[src/rtl/lxu_pkg.sv]
package lxu_pkg;
  typedef enum logic [1:0] {
    FORM_LEGACY = 2'd0,
    FORM_VEX    = 2'd1,
    FORM_EVEX   = 2'd2,
    FORM_RSVD   = 2'd3
  } form_e;

  localparam logic [3:0] VVVV_UNUSED = 4'b1111;
endpackage

[src/rtl/lxu_lane_sel.sv]
module lxu_lane_sel #(
  parameter int VEC_W  = 128,
  parameter int LANE_W = 32,
  parameter int IMM_W  = 8,
  localparam int LANES = VEC_W / LANE_W,
  localparam int IDX_W = (LANES > 1) ? $clog2(LANES) : 1
) (
  input  logic [VEC_W-1:0]  src,
  input  logic [IMM_W-1:0]  imm,
  output logic [LANE_W-1:0] lane
);
  logic [LANE_W-1:0] lanes [LANES];
  logic [IDX_W-1:0]  idx;

  for (genvar g = 0; g < LANES; g++) begin : g_split
    assign lanes[g] = src[g*LANE_W +: LANE_W];
  end

  // only the low index bits are used; the rest of the immediate is dropped
  assign idx  = imm[IDX_W-1:0];
  assign lane = lanes[idx];
endmodule

[src/rtl/lxu_legality.sv]
module lxu_legality
  import lxu_pkg::*;
(
  input  logic [1:0] form,
  input  logic       len,
  input  logic [3:0] vvvv,
  output logic       fault
);
  form_e f;
  logic  bad_vvvv;
  logic  bad_len;

  always_comb begin
    f        = form_e'(form);
    bad_vvvv = (f != FORM_LEGACY) && (vvvv != VVVV_UNUSED);
    bad_len  = (f == FORM_VEX) && len;
    fault    = bad_vvvv || bad_len;
  end
endmodule

[src/rtl/lane_extract_unit.sv]
module lane_extract_unit #(
  parameter int VEC_W  = 128,
  parameter int LANE_W = 32,
  parameter int IMM_W  = 8,
  parameter int RES_W  = 64
) (
  input  logic              clk,
  input  logic              rst,
  input  logic              issue_i,
  input  logic [VEC_W-1:0]  src_i,
  input  logic [IMM_W-1:0]  imm_i,
  input  logic [1:0]        form_i,
  input  logic              len_i,
  input  logic [3:0]        vvvv_i,
  input  logic              mode64_i,
  input  logic              dst_reg_i,
  input  logic              w_i,
  output logic [RES_W-1:0]  res_o,
  output logic [LANE_W-1:0] st_data_o,
  output logic              wr_en_o,
  output logic              ud_o
);
  localparam int PAD_W = RES_W - LANE_W;

  logic [LANE_W-1:0] lane;
  logic              fault;
  logic              ok;
  logic [RES_W-1:0]  res_d;
  logic [LANE_W-1:0] st_d;
  logic              ignored;

  lxu_lane_sel #(
    .VEC_W (VEC_W),
    .LANE_W(LANE_W),
    .IMM_W (IMM_W)
  ) u_sel (
    .src (src_i),
    .imm (imm_i),
    .lane(lane)
  );

  lxu_legality u_leg (
    .form (form_i),
    .len  (len_i),
    .vvvv (vvvv_i),
    .fault(fault)
  );

  // W and the mode flag never alter the data: the upper half is zero either way
  assign ignored = w_i ^ mode64_i;

  always_comb begin
    ok    = issue_i && !fault;
    res_d = '0;
    st_d  = '0;
    if (ok && dst_reg_i)  res_d = {{PAD_W{1'b0}}, lane};
    if (ok && !dst_reg_i) st_d  = lane;
  end

  always_ff @(posedge clk) begin
    if (rst) begin
      res_o     <= '0;
      st_data_o <= '0;
      wr_en_o   <= 1'b0;
      ud_o      <= 1'b0;
    end else begin
      res_o     <= res_d;
      st_data_o <= st_d;
      wr_en_o   <= ok;
      ud_o      <= issue_i && fault;
    end
  end

  logic unused_ok;
  assign unused_ok = ignored;
endmodule

[config.mk]
export PLATFORM = sky130hd
export DESIGN_NAME = lane_extract_unit
export DESIGN_NICKNAME = d
export VERILOG_FILES = /design/src/rtl/lxu_pkg.sv /design/src/rtl/lxu_lane_sel.sv /design/src/rtl/lxu_legality.sv /design/src/rtl/lane_extract_unit.sv
export SDC_FILE = /design/constraint.sdc
export NUM_CORES = 1
export LEC_CHECK = 0
export BUFFER_PORTS_ARGS = -buffer_cell sky130_fd_sc_hd__buf_2
export CORE_AREA = 2 2 96 98
export CTS_CLUSTER_SIZE = 8
export DETAILED_ROUTE_END_ITERATION = 7
export DIE_AREA = 0 0 98 100
export MAX_ROUTING_LAYER = met4
export PLACE_DENSITY = 0.79
export SYNTH_ARGS = -nofsm -noshare
export SYNTH_HDL_FRONTEND = slang
export SYNTH_SLANG_ARGS = --single-unit
[constraint.sdc]
create_clock -name clk -period 2.8 [get_ports clk]
set_input_delay 0.28 -clock clk [delete_from_list [all_inputs] [get_ports clk]]
set_output_delay 0.28 -clock clk [all_outputs]
set_load 0.01 [all_outputs]
==> results of run 1 <==
==> logic make-up (layout without fill, tap and decap cells) <==
kind of cell / Yosys count / in the layout / synth area share
other: 1 / 32 / 0.00104
flip-flops: 66 / 66 / 0.367
AO/OA/AOI/OAI: 2 / 2 / 0.00452
multiplexers: 96 / 96 / 0.292
AND/OR/NAND/NOR: 69 / 69 / 0.186
buffers and inverters: 59 / 226 / 0.150
==> power by group <==
group          switching [mW]  internal (mW)  total (mW)
combinational           0.197          0.191       0.388
sequential            0.00321          0.953       0.956
clock                   0.326          0.361       0.686
==> cells in the final DEF, fill, tap and decap left out <==
cell type and count:
buf_2 205, dfxtp_1 66, mux2i_1 64, nor3_2 63, conb_1 32, mux2_2 19
mux2_4 13, clkbuf_8 11, clkinv_2 3, buf_4 3, inv_2 2, and4_1 1
nand2b_1 1, nor2b_1 1, nor4b_1 1, a31oi_4 1, nor3_1 1, nand2_1 1
o211a_1 1, clkbuf_1 1, buf_12 1
==> registers in the layout (all words and copies together) (netlist names) <==
signal / flops
res_o: 32
st_data_o: 32
ud_o: 1
wr_en_o: 1
==> area by class of cell <==
class                           count  area, µm²  area share
Multi-Input combinational cell    199       1870       0.409
Sequential cell                    66       1320       0.289
Timing Repair Buffer              209       1070       0.233
Clock buffer                       12        155      0.0339
Tap cell                          111        139      0.0303
Clock inverter                      3       15.0     0.00328
Inverter                            2       7.51     0.00164
==> stage by stage <==
step | util | cell area, µm² | setup slack (ns) | std cells
4_1_cts | 0.515 | 4580 | 1.33 | 602
3_3_place_gp | 0.496 | 4410 | 1.02 | 587
6_report | 0.515 | 4580 | 1.30 | 602
2_1_floorplan | - | 3720 | 1.60 | 324
3_5_place_dp | 0.496 | 4410 | 0.962 | 587
5_1_grt | 0.515 | 4580 | 1.25 | 602
==> Yosys cell counts <==
| library cell | number | share of area |
|---|---|---|
| dfxtp_1 | 66 | 0.37 |
| mux2i_1 | 64 | 0.18 |
| nor3_2 | 63 | 0.18 |
| buf_4 | 33 | 0.069 |
| mux2_2 | 19 | 0.059 |
| mux2_4 | 13 | 0.054 |
| buf_12 | 6 | 0.033 |
| buf_2 | 6 | 0.0083 |
| buf_6 | 4 | 0.013 |
| buf_8 | 4 | 0.017 |
| clkbuf_1 | 2 | 0.0021 |
| a31oi_1 | 1 | 0.0017 |
| and4_1 | 1 | 0.0024 |
| conb_1 | 1 | 0.0010 |
| dlygate4sd1_1 | 1 | 0.0024 |
| dlymetal6s2s_1 | 1 | 0.0035 |
| inv_1 | 1 | 0.0010 |
| inv_2 | 1 | 0.0010 |
| nand2_1 | 1 | 0.0010 |
| nand2b_1 | 1 | 0.0017 |
| nor2b_1 | 1 | 0.0017 |
| nor3_1 | 1 | 0.0014 |
| nor4b_1 | 1 | 0.0024 |
| o211a_1 | 1 | 0.0028 |
==> worst max path at each step <==
stage	slack [ns]	end	start	depth (start not counted)
4_1_cts	1.33	res_o[11]$_SDFF_PP0_	form_i[1]	5
5_1_grt	1.25	st_data_o[2]$_SDFF_PP0_	form_i[1]	5
6_report	1.30	res_o[11]$_SDFF_PP0_	form_i[1]	5
3_3_place_gp	1.02	res_o[7]$_SDFF_PP0_	form_i[1]	5
3_5_place_dp	0.96	res_o[11]$_SDFF_PP0_	form_i[1]	5
2_1_floorplan	1.60	st_data_o[15]$_SDFF_PP0_	vvvv_i[3]	5
==> routing by layer <==
metal  routed length [µm]  GRT usage
met1                 2740      0.161
met3                  718     0.0585
met5                    0          -
met4                  114     0.0491
met2                 4140      0.291
==> reports/metrics.yaml, run 1 <==
status:
  status: "completed"
clock_tree:
  cts_root_buffer: "clkbuf_8"
  ctsHtreeMaxLevel: 3
  cts.clk_slew.worst_paths_ns: 0.07
  cts_resized: 0
  post_cts_buffers: 0
  cts.path.max_buffers: 2
  numClockSinks: 66
  cts_tree: "done"
  numCtsBuffers: 9
  hold_buffers: 0
detailed_routing:
  wl_um: 7710
  via_per_inst: 4.58
  wire_per_inst_um: 12.8
  drtIter0Drc: 47
  drtAntennaViolNets: 0
  drt_pre_antenna_iters: 3
  via_count: 2758
  drcViolationCount: 0
timing:
  fin_crit_sh: 0.534
  rsz0062_at_grt: "false"
  timing.setup.tns_ns: 0
  maxSlewHeadroom: 0.333
  hold_viol: 0
  fmax_ghz: 0.669
  slew_viol_final: 0
  whs_ns: 0.216
  setup_viol: 0
  worst_pin_slew_ns: 1.00
  fin_crit_ns: 1.50
global_route:
  overflow: 0
  grt_pass1_vias: 2618
  grt_antenna_before_repair: 0
  grt.total_usage: 0.160
  grt_max_degree: 66
  grt_pass1_wl_um: 12200
pwr:
  p_leak_nw: 2.32
  finalPower_mw: 2.03
  power.density_nw_per_um2: 444
  ir_worst_vdd_mv: 0.178
yosys:
  ys_warn_count: 0
  avgSynthCellArea_um2: 12.3
  syn_inst: 293
  synth_area_um2: 3600
  yosysUniqueCellTypes: 24
  yosysSeqAreaShare: 0.367
  synth-seq-cells: 66
placed_design:
  gp_congestion: 0.710
  dp_hpwl_um: 5860
  port_buffers: 206
worst_setup_path:
  path_delay_family: "buffers and inverters"
  worst_ep_required_time_ns: 2.96
  crit_chain: "buf_2, nand2b_1, a31oi_4, buf_4, nor3_1"
  cpMaxStageDelayCell: "buf_4"
  setup.worst_path.class: "in2reg"
  worstPathMaxFanout: 65
  critPathCaptureType: "register"
  slowest_delay_ns: 0.78
  worst-path-buf-inv: 2
  cp.arrival_ns: 1.66
  worstSetupStartpointType: "input port"
worst_hold_path:
  min_to: "ud_o$_SDFF_PP0_"
  whs_path_depth: 2
  hold_path_startpoint: "form_i[1]"
  hold_class: "in2reg"
floorplanning:
  dieHeight_um: 100
  die_w_um: 98
  start_util: 0.405
  fp.dieArea_um2: 9800
  io_pins: 247
  core_um2: 8890
  rows: 35
finish:
  diodes: 0
  fill_cells: 826
  synthToLayoutAreaGrowth_pct: 27.1
  drive_above_1_share: 0.654
  fin_nets: 636
job:
  max_cap_violations: 0
(Power assumes the default switching activity.)
==> run 2, diff against run 1 <==
--- a/config.mk
+++ b/config.mk
@@ -6,12 +6,12 @@
 export NUM_CORES = 1
 export LEC_CHECK = 0
 export BUFFER_PORTS_ARGS = -buffer_cell sky130_fd_sc_hd__buf_2
-export CORE_AREA = 2 2 96 98
+export CORE_ASPECT_RATIO = 0.8
+export CORE_UTILIZATION = 38
 export CTS_CLUSTER_SIZE = 8
 export DETAILED_ROUTE_END_ITERATION = 7
-export DIE_AREA = 0 0 98 100
 export MAX_ROUTING_LAYER = met4
-export PLACE_DENSITY = 0.79
+export PLACE_DENSITY = 0.76
 export SYNTH_ARGS = -nofsm -noshare
 export SYNTH_HDL_FRONTEND = slang
 export SYNTH_SLANG_ARGS = --single-unit
==> constraint.sdc (replaced) <==
create_clock -name clk -period 1.25 [get_ports clk]
set_input_delay 0.125 -clock clk [delete_from_list [all_inputs] [get_ports clk]]
set_output_delay 0.125 -clock clk [all_outputs]
set_load 0.01 [all_outputs]
==> run 2 against run 1 <==
Compared with the run above: critical path depth is 1 higher; sequential share of layout area is 1.9 points lower; highest routed layer unchanged; die area is 0.70% higher; sequential power is 120% higher; combinational power is 140% higher.
==> reports/metrics.yaml, run 2 (same netlist as run 1, synthesis figures left out) <==
timing:
  setup_viol: 0  # unchanged
  setup_slack_ns: 0.296  # was 1.30 ns
  hold_viol: 0  # unchanged
  rsz0062_at_grt: "false"  # unchanged
  fmax_ghz: 1.05
  fin_crit_sh: 0.763
  slew_viol_final: 0  # unchanged
  whs_ns: 0.0756  # was 0.216 ns
  fin_crit_ns: 0.954
clock_tree:
  cts_tree: "done"  # unchanged
  numClockSinks: 66  # unchanged
  cts.clk_slew.worst_paths_ns: 0.05  # was 0.07 ns
  cts_root_buffer: "clkbuf_16"  # was clkbuf_8
  cts.path.max_buffers: 2  # unchanged
  ctsHtreeMaxLevel: 3  # unchanged
  post_cts_buffers: 0  # unchanged
  numCtsBuffers: 9  # unchanged
  hold_buffers: 0  # unchanged
  cts_resized: 0  # unchanged
finish:
  most-common-layout-cells: "buf_2, dfxtp_1, mux2i_1"  # unchanged
  fin_nets: 649  # was 636
  drive_above_1_share: 0.663  # was 0.654
  fill_cells: 828  # was 826
  diodes: 0  # unchanged
  final_common_cell: "buf_2"  # unchanged
  reg_top3: "res_o x32, st_data_o x32"  # unchanged
  synthToLayoutAreaGrowth_pct: 36.2  # was 27.1%
global_route:
  grt.total_usage: 0.176  # was 0.160
  grt_max_degree: 37  # was 66
  grt_pass1_wl_um: 13200  # was 12200 µm
  overflow: 0  # unchanged
  grt_antenna_before_repair: 0  # unchanged
  grt_pass1_vias: 2768  # was 2618
detailed_routing:
  drtAntennaViolNets: 0  # unchanged
  drt_pre_antenna_iters: 4  # was 3
  via_per_inst: 4.50  # was 4.58
  drtIter0Drc: 36  # was 47
  via_count: 2785  # was 2758
  drcViolationCount: 0  # unchanged
  wl_um: 8420  # was 7710 µm
  wire_per_inst_um: 13.6  # was 12.8 µm
placed_design:
  place_ws_ns: -0.0360  # was 0.962 ns
  dp_hpwl_um: 6650  # was 5860 µm
  gp_congestion: 0.734  # was 0.710
  port_buffers: 206  # unchanged
floorplanning:
  rows: 31  # was 35
  die_w_um: 111  # was 98 µm
  io_pins: 247  # unchanged
  fp.dieArea_um2: 9870  # was 9800 µm²
  core_um2: 9110  # was 8890 µm²
  start_util: 0.395  # was 0.405
  dieHeight_um: 89.1  # was 100 µm
status:
  status: "completed"  # unchanged
pwr:
  ir_worst_vdd_mv: 0.429  # was 0.178 mV
  p_leak_nw: 2.47  # was 2.32 nW
  power.density_nw_per_um2: 1140  # was 444 nW/µm²
worst_setup_path:
  worstPathMaxFanout: 36  # was 65
  cp.arrival_ns: 1.19  # was 1.66 ns
  critPathCaptureType: "register"  # unchanged
  worstSetupStartpointType: "input port"  # unchanged
  setup.worst_path.class: "in2reg"  # unchanged
  worst_ep_required_time_ns: 1.49  # was 2.96 ns
worst_hold_path:
  hold_class: "in2reg"  # unchanged
job:
  max_cap_violations: 0  # unchanged
run 2: through the flow:
step           instances  setup TNS [ns]  total power, mW  area (µm²)   util
3_5_place_dp         604          -0.289             3.14        4600  0.504
5_1_grt              619               0             5.88        4900  0.538
2_1_floorplan        324               0             2.88        3720      -
6_report             619               0             5.60        4900  0.538
4_1_cts              619               0             5.70        4900  0.538
3_3_place_gp         604               0             3.11        4600  0.504
run 2: path summary, 6_finish.rpt:
check | start | end | slack [ns] | cells after the start
max | form_i[0] | res_o[5]$_SDFF_PP0_ | 0.30 | 6
min | form_i[1] | ud_o$_SDFF_PP0_ | 0.08 | 2
run 2: area by class of cell:
class	count	area, µm²	share of cell area
clock buffers	13	270	0.0551
clock inverters	2	35.0	0.00715
inverters	2	7.51	0.00153
multi-input cells	199	1870	0.382
flip-flops and latches	66	1320	0.270
well taps	115	144	0.0294
repair buffers	222	1250	0.256
run 2: worst max-delay path, cell delays in order:
cell     delay (ns)
buf_2          0.10
nor4b_1        0.33
buf_4          0.18
a31oi_4        0.04
buf_12         0.21
nor3_2         0.18
run 2: where the power goes:
group / internal, mW / switching (mW)
registers: 2.14 / 0.00749
clock network: 1.69 / 0.820
logic: 0.479 / 0.463
total: 4.31 / 1.29
run 2: per-layer routing:
metal	wire length, µm	vias up	GRT usage
met5	0	-	-
met4	88	0	0.0630
met3	553	8	0.0454
met2	4500	138	0.334
met1	3270	1261	0.179
li1	-	1378	-
